<file path="src/rtl/lsi_pkg.sv">
package lsi_pkg;
  typedef enum logic [1:0] {
    SEL_STATUS = 2'd0,
    SEL_ENABLE = 2'd1,
    SEL_CFG    = 2'd2,
    SEL_NONE   = 2'd3
  } sel_kind_e;

  function automatic sel_kind_e classify(input int unsigned addr, input int unsigned nbank);
    if (addr < nbank)          return SEL_STATUS;
    else if (addr < 2 * nbank) return SEL_ENABLE;
    else if (addr == 2 * nbank) return SEL_CFG;
    else                       return SEL_NONE;
  endfunction
endpackage

</file>
<file path="src/rtl/lsi_bank.sv">
module lsi_bank #(
  parameter int W = 8
) (
  input  logic         clk,
  input  logic         rst_n,
  input  logic [W-1:0] evt,
  input  logic         rd_clr,
  input  logic         en_we,
  input  logic [W-1:0] en_wdata,
  output logic [W-1:0] st_o,
  output logic [W-1:0] en_o
);
  logic [W-1:0] st_q, en_q, clr_mask;

  // Clear only what the read returns; new events win over the clear.
  assign clr_mask = rd_clr ? st_q : '0;

  always_ff @(posedge clk) begin
    if (!rst_n) begin
      st_q <= '0;
      en_q <= '0;
    end else begin
      st_q <= (st_q & ~clr_mask) | evt;
      if (en_we) en_q <= en_wdata;
    end
  end

  assign st_o = st_q;
  assign en_o = en_q;

  p_hold_r2: assert property (@(posedge clk) disable iff (!rst_n)
    !rd_clr |=> ((st_q & $past(st_q)) == $past(st_q)));
  p_evt_kept_r5: assert property (@(posedge clk) disable iff (!rst_n)
    1'b1 |=> ((st_q & $past(evt)) == $past(evt)));
  p_clear_r4: assert property (@(posedge clk) disable iff (!rst_n)
    rd_clr |=> ((st_q & $past(st_q) & ~$past(evt)) == '0));
endmodule

</file>
<file path="src/rtl/lsi_irq_pad.sv">
module lsi_irq_pad #(
  parameter int N = 2,
  parameter int W = 8
) (
  input  logic           clk,
  input  logic           rst_n,
  input  logic [N*W-1:0] st_flat,
  input  logic [N*W-1:0] en_flat,
  input  logic           drive_hi,
  output logic           irq_n,
  output logic           irq_oe
);
  logic [N-1:0] bank_hit;

  for (genvar b = 0; b < N; b++) begin : g_hit
    assign bank_hit[b] = |(st_flat[b*W +: W] & en_flat[b*W +: W]);
  end

  logic active;
  assign active = |bank_hit;
  assign irq_n  = !active;
  assign irq_oe = active | drive_hi;

  p_float_r8: assert property (@(posedge clk) disable iff (!rst_n)
    (!active && !drive_hi) |-> !irq_oe);
endmodule

</file>
<file path="src/rtl/latched_status_irq.sv">
module latched_status_irq
  import lsi_pkg::*;
#(
  parameter int N  = 2,
  parameter int W  = 8,
  parameter int AW = $clog2(2 * N + 1)
) (
  input  logic           clk,
  input  logic           rst_n,
  input  logic [N*W-1:0] evt,
  input  logic           rd_stb,
  input  logic [AW-1:0]  rd_addr,
  output logic           rd_valid,
  output logic [W-1:0]   rd_data,
  input  logic           wr_stb,
  input  logic [AW-1:0]  wr_addr,
  input  logic [W-1:0]   wr_data,
  output logic           irq_n,
  output logic           irq_oe
);
  localparam int CFG_ADDR = 2 * N;

  logic [N*W-1:0] st_flat, en_flat;
  logic           drive_hi_q;
  sel_kind_e      rd_kind, wr_kind;

  assign rd_kind = classify(int'(rd_addr), N);
  assign wr_kind = classify(int'(wr_addr), N);

  for (genvar b = 0; b < N; b++) begin : g_bank
    logic rclr, ewe;
    assign rclr = rd_stb && (rd_kind == SEL_STATUS) && (int'(rd_addr) == b);
    assign ewe  = wr_stb && (wr_kind == SEL_ENABLE) && (int'(wr_addr) == N + b);
    lsi_bank #(.W(W)) u_bank (
      .clk      (clk),
      .rst_n    (rst_n),
      .evt      (evt[b*W +: W]),
      .rd_clr   (rclr),
      .en_we    (ewe),
      .en_wdata (wr_data),
      .st_o     (st_flat[b*W +: W]),
      .en_o     (en_flat[b*W +: W])
    );
  end

  // Read mux.
  logic [W-1:0] rd_mux;
  always_comb begin
    rd_mux = '0;
    unique case (rd_kind)
      SEL_STATUS: for (int b = 0; b < N; b++)
                    if (int'(rd_addr) == b) rd_mux = st_flat[b*W +: W];
      SEL_ENABLE: for (int b = 0; b < N; b++)
                    if (int'(rd_addr) == N + b) rd_mux = en_flat[b*W +: W];
      SEL_CFG:    rd_mux = W'(drive_hi_q);
      default:    rd_mux = '0;
    endcase
  end

  always_ff @(posedge clk) begin
    if (!rst_n) begin
      rd_valid   <= 1'b0;
      rd_data    <= '0;
      drive_hi_q <= 1'b0;
    end else begin
      rd_valid <= rd_stb;
      if (rd_stb) rd_data <= rd_mux;
      if (wr_stb && wr_kind == SEL_CFG) drive_hi_q <= wr_data[0];
    end
  end

  lsi_irq_pad #(.N(N), .W(W)) u_pad (
    .clk      (clk),
    .rst_n    (rst_n),
    .st_flat  (st_flat),
    .en_flat  (en_flat),
    .drive_hi (drive_hi_q),
    .irq_n    (irq_n),
    .irq_oe   (irq_oe)
  );

  p_rd_valid_r3: assert property (@(posedge clk) disable iff (!rst_n)
    rd_stb |=> rd_valid);
  p_rd_pulse_r3: assert property (@(posedge clk) disable iff (!rst_n)
    !rd_stb |=> !rd_valid);
  p_irq_on_r7: assert property (@(posedge clk) disable iff (!rst_n)
    ((st_flat & en_flat) != '0) |-> (!irq_n && irq_oe));
  p_idle_r8: assert property (@(posedge clk) disable iff (!rst_n)
    ((st_flat & en_flat) == '0) |-> (irq_n && (irq_oe == drive_hi_q)));
  p_status_noclr_r6: assert property (@(posedge clk) disable iff (!rst_n)
    (rd_stb && rd_kind != SEL_STATUS) |=> ((st_flat & $past(st_flat)) == $past(st_flat)));
endmodule

</file>
<file path="config.mk">
export PLATFORM = sky130hd
export DESIGN_NAME = latched_status_irq
export DESIGN_NICKNAME = d
export VERILOG_FILES = /design/src/rtl/lsi_pkg.sv /design/src/rtl/lsi_bank.sv /design/src/rtl/lsi_irq_pad.sv /design/src/rtl/latched_status_irq.sv
export SDC_FILE = /design/constraint.sdc
export NUM_CORES = 1
export LEC_CHECK = 0
export ABC_AREA = 1
export BUFFER_PORTS_ARGS = -buffer_cell sky130_fd_sc_hd__buf_2
export CORE_MARGIN = 8
export CORE_UTILIZATION = 45
export DETAILED_ROUTE_END_ITERATION = 12
export PLACE_DENSITY = 0.76
export SETUP_SLACK_MARGIN = 0.5
export SLEW_MARGIN = 15
export SYNTH_ARGS = -nofsm -noshare
export SYNTH_HDL_FRONTEND = slang
export SYNTH_HIERARCHICAL = 1
export SYNTH_SLANG_ARGS = --single-unit
export TNS_END_PERCENT = 30
</file>
<file path="constraint.sdc">
create_clock -name clk -period 1.76 [get_ports clk]
set_clock_uncertainty 0.15 [all_clocks]
set_input_delay 0.528 -clock clk [delete_from_list [all_inputs] [get_ports clk]]
set_output_delay 0.528 -clock clk [all_outputs]
set_load 0.005 [all_outputs]
</file>
## Yosys cells after proc, flatten, opt, wreduce, memory -nomap -nowiden

Index checks and enable logic that the tools add are counted.

| word-level totals | value |
|---|---|
| output and inout port bits | 11 |
| logic and storage cells | 55 |
| flip-flop bits (word level) | 42 |
| input port bits | 34 |

| cells by class | value |
|---|---|
| magnitude comparators | 4 |
| muxes and demuxes | 13 |
| reductions and logical operators | 11 |
| eq/ne operators | 11 |
| bitwise gates (word level) | 9 |

Operators with widths:

| operator | count |
|---|---|
| two-way mux 8 bit | 6 |
| AND 8 bit | 4 |
| one-hot mux 8 bit (3 select lines) | 1 |
| equality test 3 bit (second input constant) | 6 |
| NOT 8 bit | 2 |
| OR 8 bit | 2 |
| OR reduction 16 bit | 1 |
| two-way mux 2 bit | 4 |
| logical AND 1 bit | 7 |
| less-than comparator 3 x 2 -> 1 bit (second input constant) | 2 |
| less-than comparator 3 bit (second input constant) | 2 |
| equality test 2 x 1 -> 1 bit (second input constant) | 2 |
| equality test 2 bit (second input constant) | 2 |
| equality test 3 x 2 -> 1 bit (second input constant) | 1 |
| zero test 3 bit | 1 |
| zero test 2 bit | 1 |
| two-way mux 1 bit | 2 |
| zero test 1 bit | 1 |
| OR 1 bit | 1 |

## Longest topological paths before layout

| logic depth | value |
|---|---|
| word-level depth | 11 |
| gate-level depth with buffers | 7 |
| gate-level depth less buffers | 7 |

## Hierarchy

The synthesis kept the hierarchy.

Modules (own cells, without submodules):

| module | instances | seq. area each (um2) | cells each | area an instance (um2) |
|---|---|---|---|---|
| lsi_bank | 2 | 320.3 | 67 | 531.8 |
| latched_status_irq | 1 | 200.2 | 109 | 673.1 |
| lsi_irq_pad | 1 | 0.0 | 33 | 126.4 |

## Least setup slack after synthesis

Ideal clock, no wire load.

| timing | value |
|---|---|
| kind | input-to-reg |
| from | input port rd_stb |
| to | register g_bank[0].u_bank.st_q[0] |
| setup time | 0.116 ns |
| stages | 6 |
| setup slack | 0.218 ns |
| arrival time | 1.276 ns |
| required time | 1.494 ns |
| buffers on the path | 1 |
| cell sequence | buf_4 > clkinv_1 > nor3_1 > inv_1 > nand2_1 > a21oi_1 |

| between the ends | value |
|---|---|
| cells in the longest elaborated chain, start to end | 6 |

Ends and longest elaborated chain:

| element | RTL line | text |
|---|---|---|
| start: declaration | latched_status_irq.sv:11 | `input logic rd_stb,` |
| logical AND 1 bit (2 in series) | latched_status_irq.sv:32 | `assign rclr = rd_stb && (rd_kind == SEL_STATUS) && (int'(rd_addr) == b);` |
| via g_bank[0].rclr | latched_status_irq.sv:31 | `logic rclr, ewe;` |
| two-way mux 8 bit | lsi_bank.sv:16 | `assign clr_mask = rd_clr ? st_q : '0;` |
| NOT 8 bit | lsi_bank.sv:23 | `st_q <= (st_q & ~clr_mask) \| evt;` |
| AND 8 bit | lsi_bank.sv:23 |  |
| OR 8 bit | lsi_bank.sv:23 |  |
| end signal: assignment | lsi_bank.sv:23 |  |
| end: declaration | lsi_bank.sv:13 | `logic [W-1:0] st_q, en_q, clr_mask;` |

The timed path passes the listed nets, and every way through them passes these cells.
A chain may end at the register's enable or synchronous reset.

## Final worst setup path

| timing | value |
|---|---|
| from | register g_bank[0].u_bank.en_q[1] |
| to | output port irq_oe |

| between the ends | value |
|---|---|
| cells in the longest elaborated chain, start to end | 3 |

Ends and longest elaborated chain:

| element | RTL line | text |
|---|---|---|
| start: declaration | lsi_bank.sv:13 |  |
| start signal: assignment | lsi_bank.sv:24 | `if (en_we) en_q <= en_wdata;` |
| AND 8 bit | lsi_irq_pad.sv:16 | `assign bank_hit[b] = \|(st_flat[b*W +: W] & en_flat[b*W +: W]);` |
| OR reduction 16 bit | lsi_irq_pad.sv:20 | `assign active = \|bank_hit;` |
| OR 1 bit | lsi_irq_pad.sv:22 | `assign irq_oe = active \| drive_hi;` |
| end: declaration | latched_status_irq.sv:19 | `output logic irq_oe` |

Every way passes these cells.

==> qor.csv <==
metric,value,unit
status,"finished, violations left",
violations,setup timing,
holdPathStages,3,
cpMaxStageDelayCell,dfxtp_1,
routed_via_density,5.31,
clk_path_buf_depth,2,
num_rows,23,
synth_area,1860,sq um
placed_cell_area,2220,sq um
clock_latency,0.29,ns
wire_per_inst,14.8,microns
clock-sinks,42,
synth-simple-area-share,30.2,%
path_cells,nand2_1 -> nand2_1 -> nor2_1 -> nand2_1 -> nor2_2 -> nand2_1 -> buf_2,
dieHeight,80.3,microns
holdCritPathClass,in -> reg,
mostFrequentLayoutCells,"74 x nand2_1, 35 x buf_2, 33 x dfxtp_2",
cts_tree,yes,
grt_overflow_total,0,
synthAdderAreaFrac,0,%
cpPeakStageDelay,0.35,ns
setup_slack,-0.194,ns
synth_top_area_share,45.1,%
worst-setup-path-type,reg -> out,
grt_pass1_vias,2048,
setup_violations,2,
syn_area_per_cell,6.75,sq um
cp-start-kind,flop,
min_to,g_bank[1].u_bank/st_o[0],
holdBufCountCts,0,
syn_to_final_growth,52.0,%
numCtsBuffers,5,
antenna_cells,0,
port_buffers,44,
synth_top_area_cell,dfxtp_1,
top_layer,met4,
fp.coreArea,4000,sq um
nNetsFinal,386,
clkSlewWorstSetupHoldPaths,0.08,ns
wl_met1,2320,microns
cp_max_fo,3,
cap_violations,0,
synth_xor_area_share,0,%
die_x,80.3,microns
synth_nets,310,
crit_path_frequent_cell,nand2_1,
grt_max_degree,22,
critPathArrivalTime,1.28,ns
vias,2138,
detail-route-antenna-nets,0,
synth_compound_area_share,16.0,%
gp_congestion,0.907,
synth-seq-cells,42,
root_buffer,clkbuf_8,
stdcell_area,2830,sq um
drtPass1Iterations,5,
synthTopCellsByArea,"dfxtp_1 45%, nand2_1 15%, nor2_1 7.9%",
p_leak,1.33,nW
dieArea,6460,sq um
drt_wl_total,5950,microns
ff2ff_setup_slack,0.65,ns
layout-drive-gt1-share,45.3,%
timing.fmax,0.512,GHz
n_fill_cell,293,
yosys_warnings,6,
rsz0062_at_grt,yes,
hpwl,3800,microns
num_io_pins,45,
worstSetupEndpointType,output port,
hold_start,evt[8],
muxShareOfSynthArea,0,%
drt_iter0_drc,245,
globalRouteTotalUtil,18.1,%
syn_inst,276,
worstRegToRegCells,5,
total_power,2.08,mW
grt_antenna_before_repair,0,
post-route-period-util,111,%
slew_violations,0,
setup_tns,-0.343,ns
vdd.ir_drop.worst,0.546,mV
route.met3.wl,483,microns
maxSlewHeadroom,77.9,%
cp.buffers_inverters,1,
timing.rr.end,rd_data[0],
ys_types,20,
wl_met2,2840,microns
yosysSeqAreaShare,45.1,%
critPathTopFamily,simple AND/OR/NAND/NOR gates,
final_common_cell,nand2_1,
p_per_area,735,nW/um^2
synth_top_family_by_area,simple AND/OR/NAND/NOR gates,
rr_startpoint,g_bank[0].u_bank/en_o[0],
grt_pass1_wl,9210,microns
worstPathRequired,1.08,ns
ctsHtreeMaxLevel,2,
floorplan.initialDensity,46.6,%
worstMarginPinSlew,0.330,ns
fin_crit,1.95,ns
route.detailed.drc,0,
hold_viol_final,0,
==> where the power goes <==
part	switching [mW]	internal, mW	leakage (nW)	total, mW
combinational	0.176	0.145	0.917	0.321
sequential	0.0395	1.00	0.357	1.04
clock	0.321	0.396	0.0575	0.717
==> worst register-to-register path: cells and delay by family (launching register included) <==
family	cells	cell delay, ns
simple gates	2	0.16
compound gates	2	0.22
flops	1	0.33
buf+inv	1	0.13
==> registers in the layout, summed over array words and instances (netlist names) <==
register and count:
rd_valid 1, g_bank.u_bank/en_o 16, drive_hi_q 1, rd_data 8, g_bank.u_bank/st_o 16
==> worst max path at each step <==
stage	startpoint	to	cells past startpoint	slack, ns
after floorplan	g_bank[0].u_bank/en_o[0]	irq_oe	6	0.34
after global placement	wr_addr[2]	g_bank[1].u_bank/en_o[6]	6	0.05
after detailed placement	wr_addr[2]	g_bank[1].u_bank/en_o[1]	6	0.05
after CTS	g_bank[1].u_bank/en_o[7]	irq_oe	7	-0.13
after global routing	g_bank[1].u_bank/en_o[4]	irq_oe	7	-0.26
final	g_bank[0].u_bank/en_o[1]	irq_oe	7	-0.19
==> cells in the mapped netlist, drive strengths merged <==
master and count:
a21oi 25, buf 2, clkinv 1, dfxtp 42, inv 37, nand2 75, nand3 12, nand3b 1
nand4 2, nor2 42, nor3 3, o21ai 33, o21bai 1
==> metrics by stage <==
| step | util, % | setup WS [ns] | hold WS (ns) | instances |
|---|---|---|---|---|
| 5_1_grt | 70.8 | -0.260 | 0.296 | 403 |
| 4_1_cts | 64.9 | -0.134 | 0.299 | 397 |
| 2_1_floorplan | - | 0.341 | 0.288 | 276 |
| 3_3_place_gp | 55.6 | 0.0530 | 0.303 | 375 |
| 3_5_place_dp | 55.6 | 0.0460 | 0.305 | 375 |
| 6_report | 70.8 | -0.194 | 0.304 | 403 |
==> kinds of logic after synthesis <==
| family | Yosys count |
|---|---|
| flops | 42 |
| compound gates | 59 |
| buf+inv | 40 |
| simple gates | 135 |
==> repair_timing <==
action / in CTS / in global routing
endpoints found under the setup margin: 43 / 35
buffers inserted: 14 / 6
pin swaps: 51 / 61
gates cloned: 0 / 0
gates resized for setup: 72 / 53
==> per-layer routing <==
metal,up-vias,track usage [%]
li1,1029,-
met1,958,20.4
met2,119,30.2
met3,32,4.58
met4,0,10.5
met5,-,0
==> area by class of cell <==
class / count / area, sq um / share of cell area [%]
well taps: 50 / 62.6 / 2.21
repair buffers: 71 / 527 / 18.6
flip-flops and latches: 42 / 882 / 31.2
clock buffers: 8 / 110 / 3.89
inverters: 38 / 185 / 6.54
multi-input cells: 194 / 1060 / 37.6
(Power assumes the default switching activity.)
